**config.mk**
```make
export PLATFORM = sky130hd
export DESIGN_NAME = evt_edge_monitor
export DESIGN_NICKNAME = d
export VERILOG_FILES = /design/src/rtl/evm_pkg.sv /design/src/rtl/evm_rst_sync.sv /design/src/rtl/evm_sync.sv /design/src/rtl/evm_channel.sv /design/src/rtl/evm_regs.sv /design/src/rtl/evt_edge_monitor.sv
export SDC_FILE = /design/constraint.sdc
export NUM_CORES = 1
export LEC_CHECK = 0
export BUFFER_PORTS_ARGS = -buffer_cell sky130_fd_sc_hd__buf_4
export CAP_MARGIN = 20
export CORE_MARGIN = 1
export CORE_UTILIZATION = 39
export DETAILED_ROUTE_END_ITERATION = 7
export PLACE_DENSITY_LB_ADDON = 0.05
export SLEW_MARGIN = 40
export SYNTH_ARGS = -nofsm -noshare
export SYNTH_HDL_FRONTEND = slang
export SYNTH_HIERARCHICAL = 1
export SYNTH_SLANG_ARGS = --single-unit
```
**constraint.sdc**
```tcl
create_clock -name clk -period 0.8 [get_ports clk]
set_input_delay 0.04 -clock clk [delete_from_list [all_inputs] [get_ports clk]]
set_output_delay 0.04 -clock clk [all_outputs]
set_load 0.05 [all_outputs]
```
**src/rtl/evm_pkg.sv**
```systemverilog
package evm_pkg;
  // width of each channel's slice in the control word
  localparam int SLICE_W = 10;
  // field positions inside a slice
  localparam int F_IRQ  = 0;
  localparam int F_GPC  = 1;
  localparam int F_POL  = 2;
  localparam int F_INEN = 3;
  localparam int F_NUM  = 4;

  localparam logic ADDR_CTRL = 1'b0;
  localparam logic ADDR_STAT = 1'b1;

  // packed so that bit k of the struct equals field k of the slice
  typedef struct packed {
    logic in_en;
    logic pol;
    logic gpc_en;
    logic irq_en;
  } ch_cfg_t;
endpackage

```
**src/rtl/evm_rst_sync.sv**
```systemverilog
module evm_rst_sync #(
  parameter int STAGES = 2
) (
  input  logic clk,
  input  logic rst_n_i,
  output logic rst_n_o
);
  logic [STAGES-1:0] sh_q;
  logic [STAGES-1:0] sh_d;

  always_comb begin
    sh_d = {sh_q[STAGES-2:0], 1'b1};
  end

  always_ff @(posedge clk or negedge rst_n_i) begin
    if (!rst_n_i) sh_q <= '0;
    else          sh_q <= sh_d;
  end

  assign rst_n_o = sh_q[STAGES-1];
endmodule

```
**src/rtl/evm_sync.sv**
```systemverilog
module evm_sync #(
  parameter int   STAGES    = 2,
  parameter logic RESET_VAL = 1'b1
) (
  input  logic clk,
  input  logic rst_n,
  input  logic d_i,
  output logic q_o
);
  logic [STAGES-1:0] stg_q;
  logic [STAGES-1:0] stg_d;

  always_comb begin
    stg_d = {stg_q[STAGES-2:0], d_i};
  end

  always_ff @(posedge clk or negedge rst_n) begin
    if (!rst_n) stg_q <= {STAGES{RESET_VAL}};
    else        stg_q <= stg_d;
  end

  assign q_o = stg_q[STAGES-1];
endmodule

```
**src/rtl/evm_channel.sv**
```systemverilog
module evm_channel (
  input  logic clk,
  input  logic rst_n,
  input  logic pin_s_i,
  input  logic in_en_i,
  input  logic pol_i,
  input  logic clr_i,
  output logic ev_o,
  output logic flag_o
);
  logic gated;
  logic prev_q;
  logic flag_q;
  logic flag_d;

  // disabled input reads as high
  always_comb begin
    gated = in_en_i ? pin_s_i : 1'b1;
    ev_o  = pol_i ? (~prev_q & gated) : (prev_q & ~gated);
    // a new event beats a simultaneous clear
    flag_d = ev_o | (flag_q & ~clr_i);
  end

  always_ff @(posedge clk or negedge rst_n) begin
    if (!rst_n) begin
      prev_q <= 1'b1;
      flag_q <= 1'b0;
    end else begin
      prev_q <= gated;
      flag_q <= flag_d;
    end
  end

  assign flag_o = flag_q;

  p_event_sets_flag_r6: assert property (@(posedge clk) disable iff (!rst_n)
    ev_o |=> flag_o);

  p_clear_drops_flag_r6: assert property (@(posedge clk) disable iff (!rst_n)
    (clr_i && !ev_o) |=> !flag_o);

  p_disabled_quiet_r4: assert property (@(posedge clk) disable iff (!rst_n)
    (!in_en_i && $past(!in_en_i)) |-> !ev_o);
endmodule

```
**src/rtl/evm_regs.sv**
```systemverilog
module evm_regs
  import evm_pkg::*;
#(
  parameter int NUM_CH = 3,
  parameter int DATA_W = 32
) (
  input  logic                        clk,
  input  logic                        rst_n,
  input  logic                        wr_i,
  input  logic                        addr_i,
  input  logic [DATA_W-1:0]           wdata_i,
  input  logic [NUM_CH-1:0]           flags_i,
  output ch_cfg_t [NUM_CH-1:0]        cfg_o,
  output logic [NUM_CH-1:0]           w1c_o,
  output logic [DATA_W-1:0]           rdata_o
);
  localparam int CFG_W = $bits(ch_cfg_t);

  function automatic logic [DATA_W-1:0] ctrl_mask();
    logic [DATA_W-1:0] m;
    m = '0;
    for (int i = 0; i < NUM_CH; i++) m[i*SLICE_W +: CFG_W] = '1;
    return m;
  endfunction

  localparam logic [DATA_W-1:0] CTRL_MASK = ctrl_mask();

  ch_cfg_t [NUM_CH-1:0] cfg_q;
  ch_cfg_t [NUM_CH-1:0] cfg_d;
  logic                 ctrl_we;
  logic                 stat_we;
  logic [DATA_W-1:0]    ctrl_view;
  logic [DATA_W-1:0]    stat_view;
  logic                 unused_wdata;

  assign ctrl_we      = wr_i && (addr_i == ADDR_CTRL);
  assign stat_we      = wr_i && (addr_i == ADDR_STAT);
  assign unused_wdata = ^wdata_i;

  always_comb begin
    cfg_d = cfg_q;
    for (int i = 0; i < NUM_CH; i++) cfg_d[i] = wdata_i[i*SLICE_W +: CFG_W];
  end

  always_ff @(posedge clk or negedge rst_n) begin
    if (!rst_n)       cfg_q <= '0;
    else if (ctrl_we) cfg_q <= cfg_d;
  end

  always_comb begin
    ctrl_view = '0;
    for (int i = 0; i < NUM_CH; i++) ctrl_view[i*SLICE_W +: CFG_W] = cfg_q[i];
    stat_view = '0;
    stat_view[NUM_CH-1:0] = flags_i;
    rdata_o = (addr_i == ADDR_CTRL) ? ctrl_view : stat_view;
    w1c_o   = stat_we ? wdata_i[NUM_CH-1:0] : '0;
  end

  assign cfg_o = cfg_q;

  p_ctrl_holds_r1: assert property (@(posedge clk) disable iff (!rst_n)
    !ctrl_we |=> $stable(cfg_q));

  p_rsvd_read_zero_r9: assert property (@(posedge clk) disable iff (!rst_n)
    (addr_i == ADDR_CTRL) |-> ((rdata_o & ~CTRL_MASK) == '0));

  p_no_clear_without_write_r6: assert property (@(posedge clk) disable iff (!rst_n)
    !wr_i |-> (w1c_o == '0));
endmodule

```
**src/rtl/evt_edge_monitor.sv**
```systemverilog
module evt_edge_monitor
  import evm_pkg::*;
#(
  parameter int NUM_CH      = 3,
  parameter int DATA_W      = 32,
  parameter int SYNC_STAGES = 2
) (
  input  logic              clk,
  input  logic              rst_n,
  input  logic [NUM_CH-1:0] ev_pin,
  input  logic              reg_wr,
  input  logic              reg_addr,
  input  logic [DATA_W-1:0] reg_wdata,
  output logic [DATA_W-1:0] reg_rdata,
  output logic [NUM_CH-1:0] ev_flag,
  output logic              irq,
  output logic              wake,
  output logic              gp_clear
);
  logic                 rst_n_s;
  ch_cfg_t [NUM_CH-1:0] cfg;
  logic [NUM_CH-1:0]    w1c;
  logic [NUM_CH-1:0]    pin_s;
  logic [NUM_CH-1:0]    ev;
  logic [NUM_CH-1:0]    flag;
  logic [NUM_CH-1:0]    irq_en_v;
  logic [NUM_CH-1:0]    gpc_en_v;
  logic                 gpc_q;
  logic                 gpc_d;

  evm_rst_sync #(.STAGES(2)) u_rst_sync (
    .clk     (clk),
    .rst_n_i (rst_n),
    .rst_n_o (rst_n_s)
  );

  evm_regs #(.NUM_CH(NUM_CH), .DATA_W(DATA_W)) u_regs (
    .clk     (clk),
    .rst_n   (rst_n_s),
    .wr_i    (reg_wr),
    .addr_i  (reg_addr),
    .wdata_i (reg_wdata),
    .flags_i (flag),
    .cfg_o   (cfg),
    .w1c_o   (w1c),
    .rdata_o (reg_rdata)
  );

  for (genvar g = 0; g < NUM_CH; g++) begin : g_ch
    evm_sync #(.STAGES(SYNC_STAGES), .RESET_VAL(1'b1)) u_sync (
      .clk   (clk),
      .rst_n (rst_n_s),
      .d_i   (ev_pin[g]),
      .q_o   (pin_s[g])
    );

    evm_channel u_ch (
      .clk     (clk),
      .rst_n   (rst_n_s),
      .pin_s_i (pin_s[g]),
      .in_en_i (cfg[g].in_en),
      .pol_i   (cfg[g].pol),
      .clr_i   (w1c[g]),
      .ev_o    (ev[g]),
      .flag_o  (flag[g])
    );

    assign irq_en_v[g] = cfg[g].irq_en;
    assign gpc_en_v[g] = cfg[g].gpc_en;
  end

  always_comb begin
    gpc_d = |(ev & gpc_en_v);
  end

  always_ff @(posedge clk or negedge rst_n_s) begin
    if (!rst_n_s) gpc_q <= 1'b0;
    else          gpc_q <= gpc_d;
  end

  assign ev_flag  = flag;
  assign irq      = |(flag & irq_en_v);
  assign wake     = irq;
  assign gp_clear = gpc_q;

  p_irq_has_flag_r7: assert property (@(posedge clk) disable iff (!rst_n_s)
    irq |-> (ev_flag != '0));

  p_gpclr_enabled_r8: assert property (@(posedge clk) disable iff (!rst_n_s)
    gp_clear |-> $past(|gpc_en_v));

  p_gpclr_with_flag_r8: assert property (@(posedge clk) disable iff (!rst_n_s)
    gp_clear |-> (ev_flag != '0));
endmodule

```
Word-level counts from Yosys, hierarchy flattened
Cells that the tools add are included.
W data, S select, Z words.
{"block": "word_totals", "inputBits": 39, "output_inout_bits": 38, "reg_bits": 27, "word_cells": 59}
{"block": "op_classes", "mux": 8, "reduce_logical": 4, "bitwise_logic": 24}
{"cell": "$mux W24", "count": 1}
{"cell": "$not A1 Y1", "count": 10}
{"cell": "$and A1 B1 Y1", "count": 9}
{"cell": "$and A3 B3 Y3", "count": 2}
{"cell": "$mux W1", "count": 6}
{"cell": "$reduce_or A3 Y1", "count": 2}
{"cell": "$mux W3", "count": 1}
{"cell": "$or A1 B1 Y1", "count": 3}
{"cell": "$logic_and A1 B1 Y1", "count": 2}

Depth between registers and ports, before layout
Gate-level depths: netlist of run 1.
{"block": "logic_depth", "ltp_word": 6, "ltp_mapped": 4, "mapped_depth_nobuf": 4}

By module
Netlist of run 1, hierarchy kept.
{"mod": "evm_regs", "seq_area_each_um2": 300.3, "instances": 1, "area_each_um2": 760.7, "cells_each": 63}
{"mod": "evm_channel", "seq_area_each_um2": 51.3, "instances": 3, "area_each_um2": 105.1, "cells_each": 9}
{"mod": "evm_sync", "seq_area_each_um2": 52.6, "instances": 3, "area_each_um2": 52.6, "cells_each": 2}
{"mod": "evt_edge_monitor", "seq_area_each_um2": 25.0, "instances": 1, "area_each_um2": 60.1, "cells_each": 6}
{"mod": "evm_rst_sync", "seq_area_each_um2": 50.0, "instances": 1, "area_each_um2": 53.8, "cells_each": 3}

Worst setup path before layout of run 1
OpenSTA, ideal clock, no wires.
{"block": "synth_path", "path_kind": "register to output", "startpoint": "register g_ch[0].u_ch.flag_q", "endpoint": "output port wake", "setup_slack_ps": -735, "stages_incl_launch_ff": 4, "required_time_ps": 760, "t_arrival_ps": 1495, "path_buffers": 1, "cell_sequence": "dfrtp_1 -> a222oi_1 -> inv_1 -> buf_4"}
{"block": "synth_between", "elab_chain_cells": 2}
{"item": "start: declaration", "line_no": "evm_channel.sv:13", "source": "logic flag_q;"}
{"item": "start signal: assignment", "line_no": "evm_channel.sv:30", "source": "flag_q <= flag_d;"}
{"item": "$and A3 B3 Y3", "line_no": "evt_edge_monitor.sv:82", "source": "assign irq = |(flag & irq_en_v);"}
{"item": "$reduce_or A3 Y1", "line_no": "evt_edge_monitor.sv:82"}
{"item": "end: declaration", "line_no": "evt_edge_monitor.sv:17", "source": "output logic wake,"}
Every way passes these cells.

Worst setup path after layout of run 1
{"block": "layout_path", "startpoint": "register g_ch[1].u_ch.flag_q", "endpoint": "output port reg_rdata[1]"}
{"block": "layout_between", "elab_chain_cells": 1}
{"item": "start: declaration", "line_no": "evm_channel.sv:13"}
{"item": "start signal: assignment", "line_no": "evm_channel.sv:30"}
{"item": "$mux W24", "line_no": "evm_regs.sv:55", "source": "rdata_o = (addr_i == ADDR_CTRL) ? ctrl_view : stat_view;"}
{"item": "end: declaration", "line_no": "evt_edge_monitor.sv:14", "source": "output logic [DATA_W-1:0] reg_rdata,"}
Every way passes these cells.

==> reports/results.tsv, run 1 <==
stage	metric	value	unit
outcome	status	finished, violations left	
outcome	violations	negative setup slack	
logic_synthesis	yosysUniqueCellTypes	19	
pwr	total_power	4930	uW
worst_setup_path	slowest_stage	dfrtp_2	
grt	grt_overflow	0	
logic_synthesis	synth_area	1350	um^2
clocking	cts_buffers	3	
logic_synthesis	synth_area_leaders	dfrtp_1, dfstp_2, buf_4	
logic_synthesis	avgSynthCellArea	12.8	um^2
routing	wl_per_cell	13.0	um
grt	grtUsageTotal	19.3	%
routing	via_per_inst	4.32	
grt	grt_pass1_wl	4970	um
routing	routed_wl	3160	um
layout	nFillCells	230	
worst_setup_path	cp-startpoint	g_ch[1].u_ch/flag_o	
die	die_area	3690	um^2
worst_hold_path	hold_start	reg_wr	
routing	drtIter0Drc	29	
layout	finalNetCount	240	
worst_hold_path	min_path_type	primary input to register	
logic_synthesis	ys.flop_type	dfrtp_1	
worst_setup_path	arrival	1400	ps
clocking	clkLatencyLatePin	320	ps
routing	first_pass_iters	4	
layout	area_growth	77.2	%
clocking	tritoncts	done	
worst_setup_path	cpPeakStageDelay	430	ps
layout	final_area	2390	um^2
die	ios	77	
logic_synthesis	ys_top_cells_by_count	buf_4, dfrtp_1, mux2_4	
routing	drtAntennaViolNets	0	
logic_synthesis	synth_area_leader_cell	dfrtp_1	
routing	num_vias	1054	
place	gp_congestion	0.729	
die	core-area	3150	um^2
pwr	vdd_drop_max	1.21	mV
logic_synthesis	synth.most_common_cell	buf_4	
die	initial_core_util	42.7	%
layout	drive_gt1_share	64.0	%
die	die_w	60.8	um
worst_setup_path	worstSetupPathType	register to primary output	
pwr	p_per_area	2060	nW/um^2
layout	antenna_cells	0	
place	place_area	1880	um^2
pwr	p_leak	0.00118	uW
place	numPortBuffers	36	
layout	multi_input_area	621	um^2
sta	finalWorstSetupSlack	-642	ps
sta	final.setup.tns	-10130	ps
logic_synthesis	ys_seq_area_share	51.0	%
logic_synthesis	synth_warnings	6	
sta	holdWs	190	ps
clocking	clock-sinks	27	
logic_synthesis	async_flop_share	100	%
logic_synthesis	synth_top_area_share	33.4	%
clocking	cts-root-buf	clkbuf_4	
sta	rsz0062_at_grt	yes	
sta	hold_viol	0	
logic_synthesis	netlist_instances	105	
layout	final_util	75.7	%
clocking	cts_buffer_depth	2	
sta	drv_slew	0	
logic_synthesis	postSynthRegisterBits	27	
layout	regArea	691	um^2
worst_setup_path	worstPathCellList	buf_4 -> buf_6 -> mux2_4 -> buf_8	
place	hpwl	2040	um
sta	period_share	180	%
sta	finalSetupViolations	37	
job	maxCapViolCount	0	
worst_setup_path	cp-end-kind	primary output	
logic_synthesis	synth_edf_count	0	
worst_setup_path	worstPathRequired	760	ps
sta	skew	2.44	ps
worst_setup_path	worstReg2RegStart	g_ch[2].u_sync/stg_q[1]	
grt	antenna_found_initial	0	
worst_setup_path	worstSetupStartpointType	register	
grt	grt_max_degree	21	
clocking	cts_max_level	1	
die	rows	20	
routing	drc	0	
clocking	clk_pin_slew	130	ps
grt	grt_pass1_vias	1120	
sta	max_freq	694	MHz
worst_setup_path	path_max_fanout	2	
sta	post-route-min-period	1440	ps
die	dieHeight	60.8	um
final timing paths:
| kind | to | depth (start not counted) | slack (ps) |
|---|---|---|---|
| hold reg to reg | u_regs/cfg_o[10] | 1 | 240 |
| min in group asynchronous | u_regs/cfg_o[10] | 1 | 240 |
| hold / removal | g_ch[2].u_ch/flag_o | 4 | 190 |
| max in group asynchronous | u_rst_sync/sh_q[1] | 3 | 100 |
| setup reg to reg | gp_clear | 4 | -490 |
| setup / recovery | reg_rdata[1] | 4 | -640 |
layout make-up:
cell class,count,share of cell area (%)
sequential,27,28.9
timing repair buffer,95,40.4
multi-input combinational,66,26.0
tap,44,2.31
inverter,8,1.26
clock buffer,4,1.10
layout by cell type, fill, tap and decap left out, types with 3 or more instances in the layout:
cell | Yosys | layout
nand4bb_1 | 3 | 3
nand2b_1 | 3 | 3
inv_2 | 3 | 5
dlygate4sd3_1 | 0 | 17
buf_8 | 0 | 7
dfrtp_2 | 0 | 3
mux2_4 | 10 | 13
buf_4 | 21 | 34
o221ai_2 | 3 | 3
nor2b_4 | 0 | 12
dfstp_2 | 9 | 9
dfrtp_1 | 18 | 15
o21ai_1 | 3 | 3
and3_1 | 3 | 3
conb_1 | 2 | 21
buf_6 | 1 | 35
clkbuf_4 | 0 | 3
inv_1 | 5 | 3
where the power goes:
part	switching (uW)	total, uW	internal [uW]	leakage (uW)
sequential	146	1720	1580	0.000302
clock	381	576	195	0.0000150
combinational	1320	2630	1300	0.000861
total	1850	4930	3080	0.00118
worst max-delay path: cells and delay by family, from the launching register on:
kind     cells  cell delay, ps
buf+inv      3             390
mux          1             260
flops        1             430
stage by stage:
step	instances	setup WS [ps]
final	244	-642
after global routing	244	-783
after CTS	242	-644
after detailed placement	209	-457
after global placement	209	-416
after floorplan	124	-520
cells by family (layout without fill, tap and decap cells):
logic type / after synthesis / count (layout) / synth area share, %
buf+inv: 31 / 107 / 15.0
flops: 27 / 27 / 51.0
simple gates: 22 / 22 / 12.2
mux: 15 / 15 / 15.3
compound gates: 8 / 8 / 5.94
other cells: 2 / 21 / 0.557
flip-flops by register name, summed over array words and instances, names as in the netlist:
signal and count:
g_ch.u_ch/flag_o 3, g_ch.u_ch/prev_q 3, g_ch.u_sync/stg_q 6, gp_clear 1
u_regs/cfg_o 12, u_rst_sync/sh_q 2
metal layers:
metal / vias up / global-route usage [%] / wire [um]
met5: - / 0 / 0
met4: 0 / 10.1 / 42
met3: 4 / 4.90 / 134
met2: 38 / 35.3 / 1710
met1: 512 / 20.4 / 1280
li1: 500 / - / -
timing repair:
item                                    in CTS  in global routing
setup buffers                               13                  8
endpoints found under the setup margin      36                 37
pin swaps                                    7                  3
resized for setup                           46                 12
hold buffers                                17                  0
endpoints found under the hold margin       17                  0
Power figures use the tool's default switching activity.
==> run 2: changes to the inputs <==
--- a/config.mk
+++ b/config.mk
@@ -5,10 +5,13 @@
 export SDC_FILE = /design/constraint.sdc
 export NUM_CORES = 1
 export LEC_CHECK = 0
+export ABC_AREA = 0
 export BUFFER_PORTS_ARGS = -buffer_cell sky130_fd_sc_hd__buf_4
 export CAP_MARGIN = 20
+export CORE_ASPECT_RATIO = 1.1
 export CORE_MARGIN = 1
 export CORE_UTILIZATION = 39
+export CTS_CLUSTER_DIAMETER = 120
 export DETAILED_ROUTE_END_ITERATION = 7
 export PLACE_DENSITY_LB_ADDON = 0.05
 export SLEW_MARGIN = 40
==> run 2 against run 1 <==
The flow finishes with violations (design-rule violations, negative setup slack). Sequential cell count stayed put. Fmax is 3.3% higher. Sequential power hardly changed. Global-route usage is 1.1 points lower. First-iteration DRC count is 17% lower. Worst hold slack worse by 4.9 ps. Via count is 0.85% lower. Die area hardly changed. Clock skew is 7.7 ps higher. Total power is 1.6% higher.
==> reports/results.tsv, run 2 (same netlist as run 1, synthesis figures left out) <==
stage	metric	value	unit	change
clocking	cts-root-buf	clkbuf_4		
layout	layout_common_cells	buf_6, buf_4, conb_1, dlygate4sd3_1, mux2_4		
grt	grt_pass1_vias	1037		-7.4%
sta	rsz0062_at_grt	yes		
pwr	p_per_area	2050	nW/um^2	-0.78%
sta	hold_viol	0		unchanged
clocking	cts_max_level	1		unchanged
routing	routed_wl	3190	um	+0.70%
sta	post-route-min-period	1400	ps	-46.2 ps
pwr	vdd_drop_max	0.995	mV	-18%
layout	largest_reg_flops	12		unchanged
layout	finalNetCount	241		+0.42%
worst_setup_path	r2r_cells	4		unchanged
layout	nFillCells	225		-2.2%
pwr	p_int	3130	uW	+1.7%
worst_hold_path	hold_start	reg_wr		
worst_setup_path	cp-end-kind	primary output		
layout	final_common_cell	buf_6		
clocking	clkLatencyLatePin	320	ps	about the same
sta	finalWorstSetupSlack	-596	ps	+46.2 ps
pwr	switching_share	37.5	%	-0.11 points
sta	drv_slew	0		unchanged
worst_setup_path	slowest_stage	dfrtp_2		
worst_setup_path	worstReg2RegStart	g_ch[2].u_sync/stg_q[1]		
pwr	seq_power_share	34.6	%	-0.4 points
place	place_area	1890	um^2	+0.13%
die	die_area	3690	um^2	about the same
die	core-area	3330	um^2	+5.6%
grt	grt_pass1_wl	5000	um	+0.54%
routing	via_per_inst	4.20		-2.8%
routing	num_vias	1045		-0.85%
worst_setup_path	rr_endpoint	gp_clear		
place	gp_congestion	0.704		-3.4%
clocking	clk_pin_slew	140	ps	about the same
worst_setup_path	path_delay_family	flip-flops		
sta	finalSetupViolations	37		unchanged
worst_setup_path	cpPeakStageDelay	430	ps	about the same
die	rows	22		+10%
clocking	tritoncts	done		
layout	antenna_cells	0		unchanged
layout	final_area	2440	um^2	+2.4%
die	die_w	58.0	um	-4.5%
routing	drc	4		+4
layout	drive_gt1_share	68.2	%	+4.2 points
grt	met3_usage	3.08	%	-1.8 points
clocking	cts_buffer_depth	2		unchanged
sta	skew	10.2	ps	+7.73 ps
place	hpwl	2070	um	+1.7%
grt	grt_max_degree	15		-29%
sta	final.setup.tns	-9800	ps	+330 ps
die	ios	77		unchanged
worst_setup_path	worstSetupStartpointType	register		
grt	grtUsageTotal	18.2	%	-1.1 points
worst_setup_path	worstSetupPathType	register to primary output		
layout	final_util	73.4	%	-2.3 points
grt	grt.met1_usage	22.8	%	+2.4 points
outcome	status	finished, violations left		
worst_hold_path	min_to	g_ch[1].u_ch/flag_o		
grt	gr-usage-met2	32.2	%	-3.1 points
worst_setup_path	arrival	1360	ps	-40 ps
die	dieHeight	63.7	um	+4.7%
sta	holdWs	186	ps	-4.90 ps
layout	area_growth	81.3	%	
job	maxCapViolCount	0		unchanged
routing	wl_per_cell	12.8	um	-1.3%
worst_hold_path	whs_path_depth	4		unchanged
die	initial_core_util	40.5	%	-2.3 points
sta	max_freq	717	MHz	+3.3%
pwr	p_switching	1870	uW	+1.3%
worst_setup_path	critPathBufInv	2		-1
worst_hold_path	min_path_type	primary input to register		
pwr	p_comb_share	54.0	%	+0.6 points
clocking	clock-sinks	27		unchanged
place	numPortBuffers	36		unchanged
sta	period_share	174	%	-5.8 points
worst_setup_path	worstPathRequired	760	ps	about the same
grt	grt_overflow	0		unchanged
routing	drtIter0Drc	24		-17%
clocking	cts_buffers	3		unchanged
worst_setup_path	ff2ff_setup_slack	-420	ps	+70 ps
worst_setup_path	path_max_fanout	2		unchanged
routing	drtAntennaViolNets	0		unchanged
worst_setup_path	worstPathCellList	a222oi_1 -> inv_2 -> buf_6		
pwr	p_leak	0.00121	uW	+2.4%
grt	antenna_found_initial	0		unchanged
routing	first_pass_iters	8		+4
outcome	violations	design-rule violations, negative setup slack		
grt	busiest_layer	met2		
pwr	clkPwrFrac	11.4	%	-0.3 points
-- run 2: final cells by class --
| cell class | count | area [um^2] | area share (%) |
|---|---|---|---|
| Clock buffer | 4 | 26.3 | 1.08 |
| Inverter | 8 | 30.0 | 1.23 |
| Multi-Input combinational cell | 66 | 679 | 27.8 |
| Sequential cell | 27 | 693 | 28.4 |
| Tap cell | 48 | 60.1 | 2.46 |
| Timing Repair Buffer | 96 | 955 | 39.1 |
-- run 2: worst max path at each step --
stage | start | end | cells past startpoint
detailed placement | g_ch[2].u_sync/stg_q[1] | gp_clear | 4
global placement | g_ch[2].u_sync/stg_q[1] | gp_clear | 4
floorplan | g_ch[0].u_ch/flag_o | wake | 3
finish | g_ch[0].u_ch/flag_o | wake | 3
global route | u_regs/cfg_o[0] | irq | 3
CTS | u_regs/cfg_o[0] | wake | 3
-- run 2: worst min-delay path, stage by stage --
cell      delay (ps)
buf_4             80
buf_4            100
and3_1           150
o221ai_2         100
-- run 2: power by group through the flow --
stage / registers (uW) / clock network (uW) / logic, uW
2_1_floorplan: 1920 / 0 / 1250
3_3_place_gp: 1720 / 0 / 2030
3_5_place_dp: 1720 / 0 / 2050
4_1_cts: 1710 / 597 / 2530
5_1_grt: 1750 / 642 / 2840
6_report: 1730 / 572 / 2700
-- run 2: stage by stage --
step | std cells | power, uW | setup slack [ps]
2_1_floorplan | 124 | 3180 | -520
3_3_place_gp | 216 | 3740 | -421
3_5_place_dp | 216 | 3770 | -437
4_1_cts | 247 | 4840 | -636
5_1_grt | 249 | 5230 | -647
6_report | 249 | 5000 | -596
-- run 2: layer usage --
| layer | up-vias | share of wire, % |
|---|---|---|
| met5 | - | 0 |
| met4 | 0 | 0.53 |
| met3 | 2 | 3.6 |
| met2 | 34 | 54 |
| met1 | 508 | 42 |
| li1 | 501 | - |
-- run 2: timing repair --
item	in CTS	in global routing
pin swaps	4	4
resized for setup	46	24
hold buffers	17	0
hold endpoints to repair	17	0
cloned	0	0
setup buffers	12	8
endpoints found under the setup margin	37	37
==> run 3: changes to the inputs <==
--- a/config.mk
+++ b/config.mk
@@ -10,8 +10,8 @@
 export CAP_MARGIN = 20
 export CORE_ASPECT_RATIO = 1.1
 export CORE_MARGIN = 1
-export CORE_UTILIZATION = 39
-export CTS_CLUSTER_DIAMETER = 120
+export CORE_UTILIZATION = 43
+export CTS_CLUSTER_DIAMETER = 200
 export DETAILED_ROUTE_END_ITERATION = 7
 export PLACE_DENSITY_LB_ADDON = 0.05
 export SLEW_MARGIN = 40
==> constraint.sdc (replaced) <==
create_clock -name clk -period 1.3 [get_ports clk]
set_input_delay 0.195 -clock clk [delete_from_list [all_inputs] [get_ports clk]]
set_output_delay 0.195 -clock clk [all_outputs]
set_load 0.05 [all_outputs]
==> run 3 against run 2 <==
The run ends with negative setup slack left. Global-route usage fell by 2.5 points. Sequential cell count did not move. Non-clock buffer count fell by 39. Utilization fell by 8.1 points. Cell area fell by 23%. Register-to-register slack improved by 440 ps. Die area fell by 9.0%. Sequential share of layout area rose by 8.4 points. Cell count fell by 22%. Worst setup slack improved by 350 ps. Highest routed layer unchanged.
==> reports/results.tsv, run 3 (same netlist as run 1, synthesis figures left out) <==
stage	metric	value	unit	change
layout	finalNetCount	202		-16%
worst_setup_path	arrival	1350	ps	about the same
grt	grt_pass1_wl	4050	um	-19%
grt	antenna_found_initial	0		unchanged
routing	drc	0		-4
layout	layout_common_cells	buf_4, conb_1, dfrtp_1, mux2_4, buf_6		
routing	via_per_inst	4.57		+8.9%
layout	layoutNonFillerInstCount	195		-22%
grt	grt_max_degree	26		+11
layout	antenna_cells	0		unchanged
layout	area_growth	39.3	%	
sta	finalWorstSetupSlack	-248	ps	+348 ps
die	die_w	55.4	um	-4.6%
clocking	tritoncts	done		
worst_setup_path	worstSetupStartpointType	register		
routing	drtIter0Drc	11		-54%
clocking	cts_buffer_depth	2		unchanged
outcome	status	finished, violations left		
sta	holdWs	93.8	ps	-91.8 ps
routing	drtAntennaViolNets	0		unchanged
worst_setup_path	slowest_stage	dfrtp_1		
worst_setup_path	cp-end-kind	primary output		
pwr	p_int	1610	uW	-49%
sta	skew	12.2	ps	+2.04 ps
pwr	switching_share	39.5	%	+2.1 points
place	numPortBuffers	36		unchanged
clocking	cts-root-buf	clkbuf_4		
worst_setup_path	worstPathCellList	a222oi_1 -> inv_2 -> buf_6		
clocking	cts_buffers	3		unchanged
sta	max_freq	646	MHz	
routing	num_vias	891		-15%
clocking	cts_max_level	1		unchanged
worst_hold_path	min_path_type	primary input to register		
worst_setup_path	worstSetupPathType	register to primary output		
pwr	p_switching	1050	uW	-44%
layout	final_area	1880	um^2	-23%
place	post-place-cells	180		-17%
pwr	vdd_drop_max	0.996	mV	+0.11%
routing	routed_wl	2440	um	-23%
grt	grt_pass1_vias	871		-16%
sta	rsz0062_at_grt	yes		
layout	largest_reg_flops	12		unchanged
sta	period_share	119	%	
clocking	clk_pin_slew	150	ps	about the same
die	initial_core_util	46.8	%	+6.4 points
worst_setup_path	worstPathRequired	1110	ps	+350 ps
pwr	p_leak	0.000933	uW	-23%
sta	hold_viol	0		unchanged
pwr	seq_power_share	39.7	%	+5.1 points
worst_setup_path	path_max_fanout	2		unchanged
layout	final_common_cell	buf_4		
sta	drv_slew	0		unchanged
routing	wl_per_cell	12.5	um	-2.2%
die	dieHeight	60.7	um	-4.6%
routing	first_pass_iters	4		-4
pwr	p_per_area	1420	nW/um^2	-31%
die	die_area	3360	um^2	-9.0%
pwr	clkPwrFrac	13.3	%	+1.9 points
sta	finalSetupViolations	5		-86%
place	place_area	1640	um^2	-13%
clocking	clkLatencyLatePin	320	ps	about the same
grt	grt_overflow	0		unchanged
layout	drive_gt1_share	63.6	%	-4.6 points
outcome	violations	negative setup slack		
die	rows	20		-9.1%
sta	post-route-min-period	1550	ps	
pwr	p_comb_share	47.0	%	-7.0 points
layout	final_util	65.2	%	-8.1 points
worst_setup_path	cpPeakStageDelay	410	ps	-20 ps
die	ios	77		unchanged
job	maxCapViolCount	0		unchanged
clocking	clock-sinks	27		unchanged
worst_setup_path	path_delay_family	flip-flops		
grt	grtUsageTotal	15.8	%	-2.5 points
die	core-area	2880	um^2	-14%
worst_setup_path	critPathBufInv	2		unchanged
place	hpwl	1740	um	-16%
worst_setup_path	ff2ff_setup_slack	20	ps	+440 ps
place	gp_congestion	0.690		-2.1%
-- run 3: cell types whose count changed in the layout (fill, tap and decap cells not counted), sizes merged --
cell / previous run / this run
buf: 79 / 53
clkinv: 0 / 1
dlygate4sd3: 17 / 4
clkbuf: 4 / 3
-- run 3: metrics by stage --
step | worst slack, ps | total power [uW] | setup TNS, ps
after floorplan | -175 | 1900 | -175
after global placement | 4.90 | 2120 | 0
after detailed placement | -18.9 | 2140 | -18.9
after CTS | -251 | 2620 | -935
after global routing | -381 | 2800 | -1480
final | -248 | 2660 | -868
-- run 3: worst paths after layout --
| check | cells after the start | endpoint | from |
|---|---|---|---|
| min in group asynchronous | 2 | u_rst_sync/sh_q[0] | rst_n |
| worst max register to register | 4 | gp_clear | g_ch[0].u_sync/stg_q[1] |
| worst min register to register | 1 | u_regs/cfg_o[3] | u_rst_sync/sh_q[1] |
| max in group asynchronous | 1 | g_ch[1].u_sync/stg_q[0] | u_rst_sync/sh_q[1] |
| worst max-delay path | 3 | irq | u_regs/cfg_o[0] |
| worst min-delay path | 2 | u_regs/cfg_o[5] | reg_wdata[11] |
-- run 3: layer usage --
layer | up-vias | routed length, um | global-route usage [%]
met3 | 2 | 96 | 2.77
met4 | 0 | 20 | 4.29
met2 | 34 | 1330 | 28.9
met5 | - | 0 | 0
li1 | 419 | - | -
met1 | 436 | 995 | 19.6
-- run 3: area by class of cell --
type                       count  area (um^2)
clock buffer                   3         22.5
clock inverter                 1         5.00
fill                         244         1000
inverter                       8         30.0
multi-input combinational     66          582
sequential                    27          691
tap                           33         41.3
timing repair buffer          57          505
-- run 3: power by group through the flow --
stage	Sequential, uW	Clock [uW]	Combinational, uW
3_5_place_dp	1080	0	1060
3_3_place_gp	1070	0	1050
6_report	1060	354	1250
2_1_floorplan	1180	0	723
4_1_cts	1060	375	1190
5_1_grt	1080	406	1310
-- run 3: what timing repair did --
item / 4_1_cts / 5_1_grt
setup endpoints to repair: 6 / 17
buffers inserted: 6 / 1
hold endpoints to repair: 5 / 0
resized for setup: 11 / 22
pin swaps: 4 / 1
hold buffers: 4 / 0
